--- src/rtl/cmbf_pkg.sv ---
package cmbf_pkg;

   typedef enum logic [1:0] {
      PH_IDLE  = 2'd0,
      PH_ARM   = 2'd1,
      PH_BACK  = 2'd2,
      PH_LOCAL = 2'd3
   } fill_phase_e;

endpackage

--- src/rtl/cmbf_word_fmt.sv ---
module cmbf_word_fmt #(
   parameter int WORD_W  = 16,
   parameter int FLD_W   = 3,
   parameter int FLD_LSB = 11
) (
   input  logic [FLD_W-1:0]  fld,
   output logic [WORD_W-1:0] word
);

   localparam int FLD_MSB = FLD_LSB + FLD_W - 1;

   // Each bit is either routed from the field or tied low.
   for (genvar b = 0; b < WORD_W; b++) begin : g_bit
      if (b >= FLD_LSB && b <= FLD_MSB) begin : g_fld
         assign word[b] = fld[b-FLD_LSB];
      end else begin : g_zero
         assign word[b] = 1'b0;
      end
   end

endmodule

--- src/rtl/cmbf_sweep.sv ---
module cmbf_sweep #(
   parameter int DEPTH = 32,
   parameter int AW    = 5
) (
   input  logic          clk,
   input  logic          rst_n,
   input  logic          kick,
   input  logic          halt,
   output logic [AW-1:0] addr,
   output logic          run
);

   localparam logic [AW-1:0] LAST = AW'(DEPTH - 1);

   always_ff @(posedge clk) begin
      if (!rst_n) begin
         addr <= '0;
         run  <= 1'b0;
      end else if (halt) begin
         run <= 1'b0;
      end else if (kick) begin
         addr <= '0;
         run  <= 1'b1;
      end else if (run) begin
         if (addr == LAST) begin
            run <= 1'b0;
         end else begin
            addr <= addr + 1'b1;
         end
      end
   end

endmodule

--- src/rtl/cmbf_ctrl.sv ---
module cmbf_ctrl
   import cmbf_pkg::*;
#(
   parameter int PROG_W = 8,
   parameter int GO_POS = 0,
   parameter int LC_POS = 1,
   parameter int LC_W   = 4,
   parameter int BP_POS = 5,
   parameter int BP_W   = 3
) (
   input  logic              clk,
   input  logic              rst_n,
   input  logic              mode_wr,
   input  logic              mode_wdata,
   input  logic              prog_wr,
   input  logic [PROG_W-1:0] prog_wdata,
   input  logic              frame_sof,
   output fill_phase_e       phase,
   output logic              go_q,
   output logic [BP_W-1:0]   bp_fld,
   output logic [LC_W-1:0]   lc_fld,
   output logic              kick,
   output logic              abort
);

   logic mode_q;
   logic go_wr;
   logic mode_clr;
   logic active;
   logic start;
   logic done;

   assign go_wr    = prog_wdata[GO_POS];
   assign mode_clr = mode_wr && !mode_wdata;
   assign active   = (phase != PH_IDLE);

   // Only a rising go bit with mode already enabled arms a fill.
   assign start = prog_wr && go_wr && !go_q && mode_q && !mode_clr && !active;
   assign abort = active && ((prog_wr && !go_wr) || mode_clr);
   assign done  = (phase == PH_LOCAL) && frame_sof && !abort;
   assign kick  = frame_sof && !abort && ((phase == PH_ARM) || (phase == PH_BACK));

   always_ff @(posedge clk) begin
      if (!rst_n) begin
         mode_q <= 1'b0;
      end else if (mode_wr) begin
         mode_q <= mode_wdata;
      end
   end

   always_ff @(posedge clk) begin
      if (!rst_n) begin
         go_q <= 1'b0;
      end else if (abort || done) begin
         go_q <= 1'b0;
      end else if (prog_wr) begin
         go_q <= go_wr;
      end
   end

   always_ff @(posedge clk) begin
      if (!rst_n) begin
         bp_fld <= '0;
         lc_fld <= '0;
      end else if (start) begin
         bp_fld <= prog_wdata[BP_POS +: BP_W];
         lc_fld <= prog_wdata[LC_POS +: LC_W];
      end
   end

   always_ff @(posedge clk) begin
      if (!rst_n) begin
         phase <= PH_IDLE;
      end else if (abort) begin
         phase <= PH_IDLE;
      end else begin
         unique case (phase)
            PH_IDLE:  if (start)     phase <= PH_ARM;
            PH_ARM:   if (frame_sof) phase <= PH_BACK;
            PH_BACK:  if (frame_sof) phase <= PH_LOCAL;
            PH_LOCAL: if (frame_sof) phase <= PH_IDLE;
            default:                 phase <= PH_IDLE;
         endcase
      end
   end

endmodule

--- src/rtl/cm_block_fill.sv ---
module cm_block_fill
   import cmbf_pkg::*;
#(
   parameter int DEPTH      = 32,
   parameter int WORD_W     = 16,
   parameter int BP_FLD_W   = 3,
   parameter int BP_FLD_LSB = 11,
   parameter int LC_FLD_W   = 4,
   parameter int LC_FLD_LSB = 12,
   parameter int PROG_W     = 8,
   parameter int GO_POS     = 0,
   parameter int LC_POS     = 1,
   parameter int BP_POS     = 5,
   parameter int AW         = (DEPTH > 1) ? $clog2(DEPTH) : 1
) (
   input  logic              clk,
   input  logic              rst_n,
   input  logic              mode_wr,
   input  logic              mode_wdata,
   input  logic              prog_wr,
   input  logic [PROG_W-1:0] prog_wdata,
   input  logic              frame_sof,
   output logic              go_status,
   output logic [AW-1:0]     bp_addr,
   output logic [WORD_W-1:0] bp_wdata,
   output logic              bp_we,
   output logic [AW-1:0]     lc_addr,
   output logic [WORD_W-1:0] lc_lo_wdata,
   output logic [WORD_W-1:0] lc_hi_wdata,
   output logic              lc_we
);

   // Elaboration-time parameter checks.
   if (DEPTH < 1) begin : g_bad_depth
      $error("cm_block_fill: DEPTH must be at least 1");
   end
   if ((1 << AW) < DEPTH) begin : g_bad_aw
      $error("cm_block_fill: AW too narrow for DEPTH");
   end
   if (BP_FLD_LSB + BP_FLD_W > WORD_W) begin : g_bad_bp
      $error("cm_block_fill: backplane field exceeds word");
   end
   if (LC_FLD_LSB + LC_FLD_W > WORD_W) begin : g_bad_lc
      $error("cm_block_fill: local field exceeds word");
   end
   if (GO_POS >= PROG_W || LC_POS + LC_FLD_W > PROG_W || BP_POS + BP_FLD_W > PROG_W) begin : g_bad_prog
      $error("cm_block_fill: programming word too narrow");
   end
   if ((GO_POS >= LC_POS && GO_POS < LC_POS + LC_FLD_W) ||
       (GO_POS >= BP_POS && GO_POS < BP_POS + BP_FLD_W) ||
       (LC_POS < BP_POS + BP_FLD_W && BP_POS < LC_POS + LC_FLD_W)) begin : g_bad_overlap
      $error("cm_block_fill: programming word fields overlap");
   end

   fill_phase_e         phase;
   logic                go_q;
   logic [BP_FLD_W-1:0] bp_fld;
   logic [LC_FLD_W-1:0] lc_fld;
   logic                kick;
   logic                abort;
   logic [AW-1:0]       sw_addr;
   logic                sw_run;

   cmbf_ctrl #(
      .PROG_W (PROG_W),
      .GO_POS (GO_POS),
      .LC_POS (LC_POS),
      .LC_W   (LC_FLD_W),
      .BP_POS (BP_POS),
      .BP_W   (BP_FLD_W)
   ) ctrl_i (
      .clk        (clk),
      .rst_n      (rst_n),
      .mode_wr    (mode_wr),
      .mode_wdata (mode_wdata),
      .prog_wr    (prog_wr),
      .prog_wdata (prog_wdata),
      .frame_sof  (frame_sof),
      .phase      (phase),
      .go_q       (go_q),
      .bp_fld     (bp_fld),
      .lc_fld     (lc_fld),
      .kick       (kick),
      .abort      (abort)
   );

   cmbf_sweep #(
      .DEPTH (DEPTH),
      .AW    (AW)
   ) sweep_i (
      .clk   (clk),
      .rst_n (rst_n),
      .kick  (kick),
      .halt  (abort),
      .addr  (sw_addr),
      .run   (sw_run)
   );

   cmbf_word_fmt #(
      .WORD_W  (WORD_W),
      .FLD_W   (BP_FLD_W),
      .FLD_LSB (BP_FLD_LSB)
   ) bp_fmt_i (
      .fld  (bp_fld),
      .word (bp_wdata)
   );

   cmbf_word_fmt #(
      .WORD_W  (WORD_W),
      .FLD_W   (LC_FLD_W),
      .FLD_LSB (LC_FLD_LSB)
   ) lc_fmt_i (
      .fld  (lc_fld),
      .word (lc_lo_wdata)
   );

   assign lc_hi_wdata = '0;
   assign go_status   = go_q;
   assign bp_addr     = sw_addr;
   assign lc_addr     = sw_addr;

   // Cancellation masks the write in the very clock it is requested.
   assign bp_we = sw_run && (phase == PH_BACK)  && !abort;
   assign lc_we = sw_run && (phase == PH_LOCAL) && !abort;

endmodule

--- config.mk ---
export PLATFORM = sky130hd
export DESIGN_NAME = cm_block_fill
export DESIGN_NICKNAME = d
export VERILOG_FILES = /design/src/rtl/cmbf_pkg.sv /design/src/rtl/cmbf_word_fmt.sv /design/src/rtl/cmbf_sweep.sv /design/src/rtl/cmbf_ctrl.sv /design/src/rtl/cm_block_fill.sv
export SDC_FILE = /design/constraint.sdc
export NUM_CORES = 1
export LEC_CHECK = 0
export BUFFER_PORTS_ARGS = -buffer_cell sky130_fd_sc_hd__buf_2
export CAP_MARGIN = 30
export CELL_PAD_IN_SITES_DETAIL_PLACEMENT = 1
export CELL_PAD_IN_SITES_GLOBAL_PLACEMENT = 2
export CORE_ASPECT_RATIO = 0.9
export CORE_MARGIN = 4
export CORE_UTILIZATION = 21
export DETAILED_ROUTE_END_ITERATION = 8
export PLACE_DENSITY_LB_ADDON = 0.1
export SLEW_MARGIN = 20
export SYNTH_ARGS = -nofsm -noshare
export SYNTH_HDL_FRONTEND = slang
export SYNTH_SLANG_ARGS = --single-unit
--- constraint.sdc ---
create_clock -name clk -period 1.6 [get_ports clk]
set_input_delay 0.08 -clock clk [delete_from_list [all_inputs] [get_ports clk]]
set_output_delay 0.08 -clock clk [all_outputs]
set_load 0.01 [all_outputs]
-- After elaboration in Yosys (flattened, before gate mapping)
Index checks and enable logic that the tools add are counted.
- word-level logic and storage cells: 62
- bits of input ports: 14
- output and inout port bits: 61
- register bits: 17
- eq/ne operators: 9
- bitwise logic cells: 2
- mux-type cells: 11
- reduce and logical (&&, ||, !) cells: 32
- $add $sub $neg: 1
- operators with widths (cell ; count):
    1-bit logical AND ; 16
    5-bit two-way mux ; 3
    2-bit two-way mux ; 4
    2-bit inequality test (second input constant) ; 4
    2-bit case mux with 4 select lines ; 1
    1-bit logical NOT ; 6
    5-bit by 1-bit adder with 5-bit output (second input constant) ; 1
    5-bit equality test (second input constant) ; 1
    2-bit equality test (second input constant) ; 2
    4-bit AND reduction ; 1
    2-bit nonzero test ; 2
    2-bit OR reduction ; 2
    1-bit logical OR ; 3
    1-bit two-way mux ; 3
    3-bit AND reduction ; 1
    2-bit by 1-bit equality test with 1-bit output (second input constant) ; 1
    2-bit logical NOT ; 1
    2-bit by 1-bit inequality test with 1-bit output (second input constant) ; 1
    1-bit NOT ; 2

-- Logic depth before layout (Yosys ltp)
- depth in word-level cells: 9
- gate-level depth with buffers: 6
- gate-level depth less buffers: 6

-- Hierarchy
From an unflattened synthesis, not the netlist that was laid out.
- cell total of the unflattened synthesis: 146
- area total of the unflattened synthesis: 1322.5 um^2
- modules (own cells, without submodules) (module ; area each (um^2) ; cells each ; instances ; sequential area each (um^2)):
    cmbf_ctrl ; 555.5 ; 53 ; 1 ; 220.2
    cmbf_sweep ; 334.1 ; 35 ; 1 ; 120.1
    cmbf_word_fmt ; 123.9 ; 17 ; 2 ; 0.0
    cm_block_fill ; 185.2 ; 24 ; 1 ; 0.0

-- Worst setup path after synthesis
Ideal clock, no wire load.
- kind: reg2reg
- start: register sweep_i.addr[0]
- end: register sweep_i.addr[0]
- arrival: 1663 ps
- library setup time: 70 ps
- required time: 1530 ps
- stages on the path, launching flop included: 7
- slack: -133 ps
- path buffers: 0
- period minus slack after synthesis: 1733 ps
- path through: dfxtp_1 > ha_1 > and3_1 > ha_1 > o21a_1 > or4_1 > a21boi_1
- word-level cells in the longest chain between the ends: 4
- elaborated cells between the ends (all ways): 7
- those cells by class: add/sub: 1; eq/ne: 2; mux: 3; reduce/logical: 1
- RTL lines (what ; RTL line ; text):
    from (decl) ; cmbf_sweep.sv:9 ; output logic [AW-1:0] addr,
    from (signal assigned) ; cmbf_sweep.sv:28 ; addr <= addr + 1'b1;
    5-bit by 1-bit adder with 5-bit output ; cmbf_sweep.sv:28 ;
    5-bit two-way mux ; cmbf_sweep.sv:25 ; if (addr == LAST) begin
    5-bit two-way mux ; cmbf_sweep.sv:24 ; end else if (run) begin
    5-bit two-way mux ; cmbf_sweep.sv:21 ; end else if (kick) begin
Several ways; a longest one is shown, not always the timed one. The select of a mux whose other input is x is not followed.
A chain may end at the register's enable or synchronous reset.

-- Final worst setup path
- start: register sweep_i.addr[1]
- end: register sweep_i.addr[0]
- word-level cells in the longest chain between the ends: 3
- RTL lines (what ; RTL line):
    5-bit equality test ; cmbf_sweep.sv:25
    2-bit inequality test (no source line) ; -
    3-bit AND reduction (no source line) ; -
Every way passes these cells.

==> out/qor.yml <==
timing:
  period_minus_slack_ps: 1640
  worst_slack_ps: -43.4
  maxSlewViolCount: 0
  holdWs_ps: 66.0
  finalHoldViolCount: 0
  rsz0062_at_grt: "true"
  setup_viol: 1
  fmax_mhz: 608
  fin_crit_sh_pct: 103
  fin_skew_ps: 5.22
setup_path:
  critPathKind: "register to register"
  crit_top_cell: "ha_4"
  path_cells: "ha_4 -> and3_4 -> ha_4 -> o21a_4 -> or4_1 -> a21boi_1"
  timing.rr.end: "sweep_i.addr[0]$_SDFFE_PN0P_"
  worstSetupStartpointType: "register"
  crit_end: "sweep_i.addr[0]$_SDFFE_PN0P_"
  cp.required_ps: 1790
  critPathMaxStageDelay_ps: 400
  reg2reg_depth: 6
  end_kind: "register"
  ff2ff_setup_slack_ps: -40
  worst_r2r_startpoint: "sweep_i.addr[1]$_SDFFE_PN0P_"
  crit_start: "sweep_i.addr[1]$_SDFFE_PN0P_"
  slowest_stage: "or4_1"
  critPathArrivalTime_ps: 1830
  crit_path_max_fanout: 6
drt:
  ant_nets: 0
  wl_mm: 3.14
  first_iter_violations: 5
  first_pass_iters: 2
  vias_per_cell: 3.83
  wire_per_inst_um: 12.3
  drcViolationCount: 0
  dr_total_vias: 981
global_route:
  antenna_found_initial: 0
  grt_use_total_pct: 8.59
  overflow: 0
  grt_pass1_vias: 982
  grt_pass1_wl_mm: 4.77
  grt_start_max_net_pins: 16
clock_tree:
  htreeDepth: 1
  cts_made_buffers: 3
  cts_tree: "yes"
  cts_hold_buf: 0
  path_clk_slew_ps: 70
  clkSinkCount: 17
  clock_latency_ps: 250
  root_buffer: "clkbuf_8"
  clockBufferDepth: 2
hold_path:
  hold_path_class: "input port to register"
yosys:
  synth.top_cells.by_area: "buf_4 28%, dfxtp_1 28%, mux2i_1 7.3%"
  ys_seq_area_share_pct: 27.7
  synth_seq_cells: 17
  synthCells: 137
  ys_types: 35
  synthesis.area_um2: 1230
  synth_top_cell_area_share_pct: 28.1
  synth_warnings: 0
  synth_top_area_cell: "buf_4"
  synth_area_per_cell_um2: 8.98
die:
  fp.dieW_um: 88.7
  rows: 26
  core_um2: 5690
  io_pins: 75
  die_h_um: 80.6
  initial_core_util_pct: 21.6
  die_area_um2: 7150
power:
  leakagePower_nw: 0.800
  p_total_w: 0.00161
  ir_drop_mv: 0.239
  powerDensity_nw_per_um2: 1030
outcome:
  status: "finished with violations"
  violations: "negative setup slack"
final_layout:
  antennaDiodeCount: 0
  drive_gt1_share_pct: 39.2
  mostFrequentLayoutCell: "conb_1"
  instances_no_fill: 256
  nFillCells: 701
  design_area_um2: 1560
  areaGrowthSynthToFinish_pct: 26.6
  most-common-layout-cells: "41 x conb_1, 33 x buf_2, 19 x buf_4"
  fin_nets: 208
placement:
  placed_area_um2: 1410
  io_buffers: 33
  dp_hpwl_mm: 2.48
  gp_congestion: 0.759
  dp.cells: 248
flow_run:
  cap_violations: 0
## stage by stage
step                      TNS [ps]  setup slack, ps  utilization [%]
final                        -43.4            -43.4             27.3
after CTS                     -111            -54.3             26.7
after floorplan              -57.9            -57.0                -
after global routing          -273             -117             27.3
after global placement        -136            -86.0             24.8
after detailed placement      -373             -119             24.8
## how the worst min path moves through the flow
stage,slack [ps],cells past startpoint,start,end
after floorplan,180,1,frame_sof,ctrl_i.go_q$_SDFFE_PP0P_
after global placement,340,3,prog_wdata[3],ctrl_i.lc_fld[2]$_SDFFE_PN0P_
after detailed placement,340,3,prog_wdata[4],ctrl_i.lc_fld[3]$_SDFFE_PN0P_
after CTS,50,2,frame_sof,ctrl_i.go_q$_SDFFE_PP0P_
after global routing,70,3,prog_wdata[4],ctrl_i.lc_fld[3]$_SDFFE_PN0P_
final,70,2,frame_sof,ctrl_i.go_q$_SDFFE_PP0P_
## layer usage
metal	wire (um)	vias up	track usage, %
met5	0	-	0
met4	37	0	2.27
met3	238	4	2.46
met2	1670	39	15.4
met1	1190	464	9.80
li1	-	474	-
## state kept, by name (all words and copies together) (netlist names)
name           cells
sweep_i.addr       5
ctrl_i.lc_fld      4
ctrl_i.bp_fld      3
ctrl_i.phase       2
ctrl_i.go_q        1
ctrl_i.mode_q      1
sweep_i.run        1
## critical path, delay by kind of cell (launching register included)
kind | cells | cell delay [ps]
adders and majority gates | 2 | 320
AOI/OAI and AO/OA | 2 | 330
DFF | 1 | 350
and+or+nand+nor | 2 | 580
## area by class of cell
type                    count  area (um2)  area share (%)
well taps                  70        87.6            5.63
clock inverters             1        5.00           0.322
multi-input cells         110         758            48.7
flip-flops and latches     17         345            22.2
repair buffers             52         308            19.8
clock buffers               3        41.3            2.65
inverters                   3        11.3           0.723
## power breakdown
group          internal (W)  total, W  leakage, nW  switching [W]
Sequential         0.000467  0.000494        0.139      0.0000271
Combinational      0.000392  0.000784        0.636       0.000393
Clock              0.000173  0.000330       0.0255       0.000157
## cell usage after synthesis
cell and n:
and3_1 3, a21o_1 2, buf_4 46, or4_1 1, a21oi_2 1, a21bo_2 1, o21a_1 1, nand3_1 3
o311ai_0 1, a211oi_1 1, or2_2 1, clkbuf_1 1, a21oi_1 2, a311oi_1 1, nor3_1 1, conb_1 1
nand2_1 1, nor2_1 4, and4b_1 1, nor2b_1 8, nand2b_2 1, ha_1 7, a21boi_0 3, inv_1 3
nand4_1 3, mux2i_1 9, nand2_2 1, o21ai_0 5, nand2b_4 1, nand3_2 1, dfxtp_1 17, nand3b_1 1
and2_1 2, o31ai_1 1, a21boi_1 1
## timing repair
action	4_1_cts	5_1_grt
endpoints found under the setup margin	7	8
setup buffers	3	1
resized for setup	10	6
pin swaps	3	3
## logic make-up after synthesis
family | Yosys count | synth area share (%)
multiplexers | 9 | 7.32
adder cells (fa/ha/maj) | 7 | 7.12
other | 1 | 0.305
buffers and inverters | 50 | 29.3
AO/OA/AOI/OAI | 20 | 11.3
AND/OR/NAND/NOR | 33 | 17.0
flip-flops | 17 | 27.7
Power figures use the tool's default switching activity.
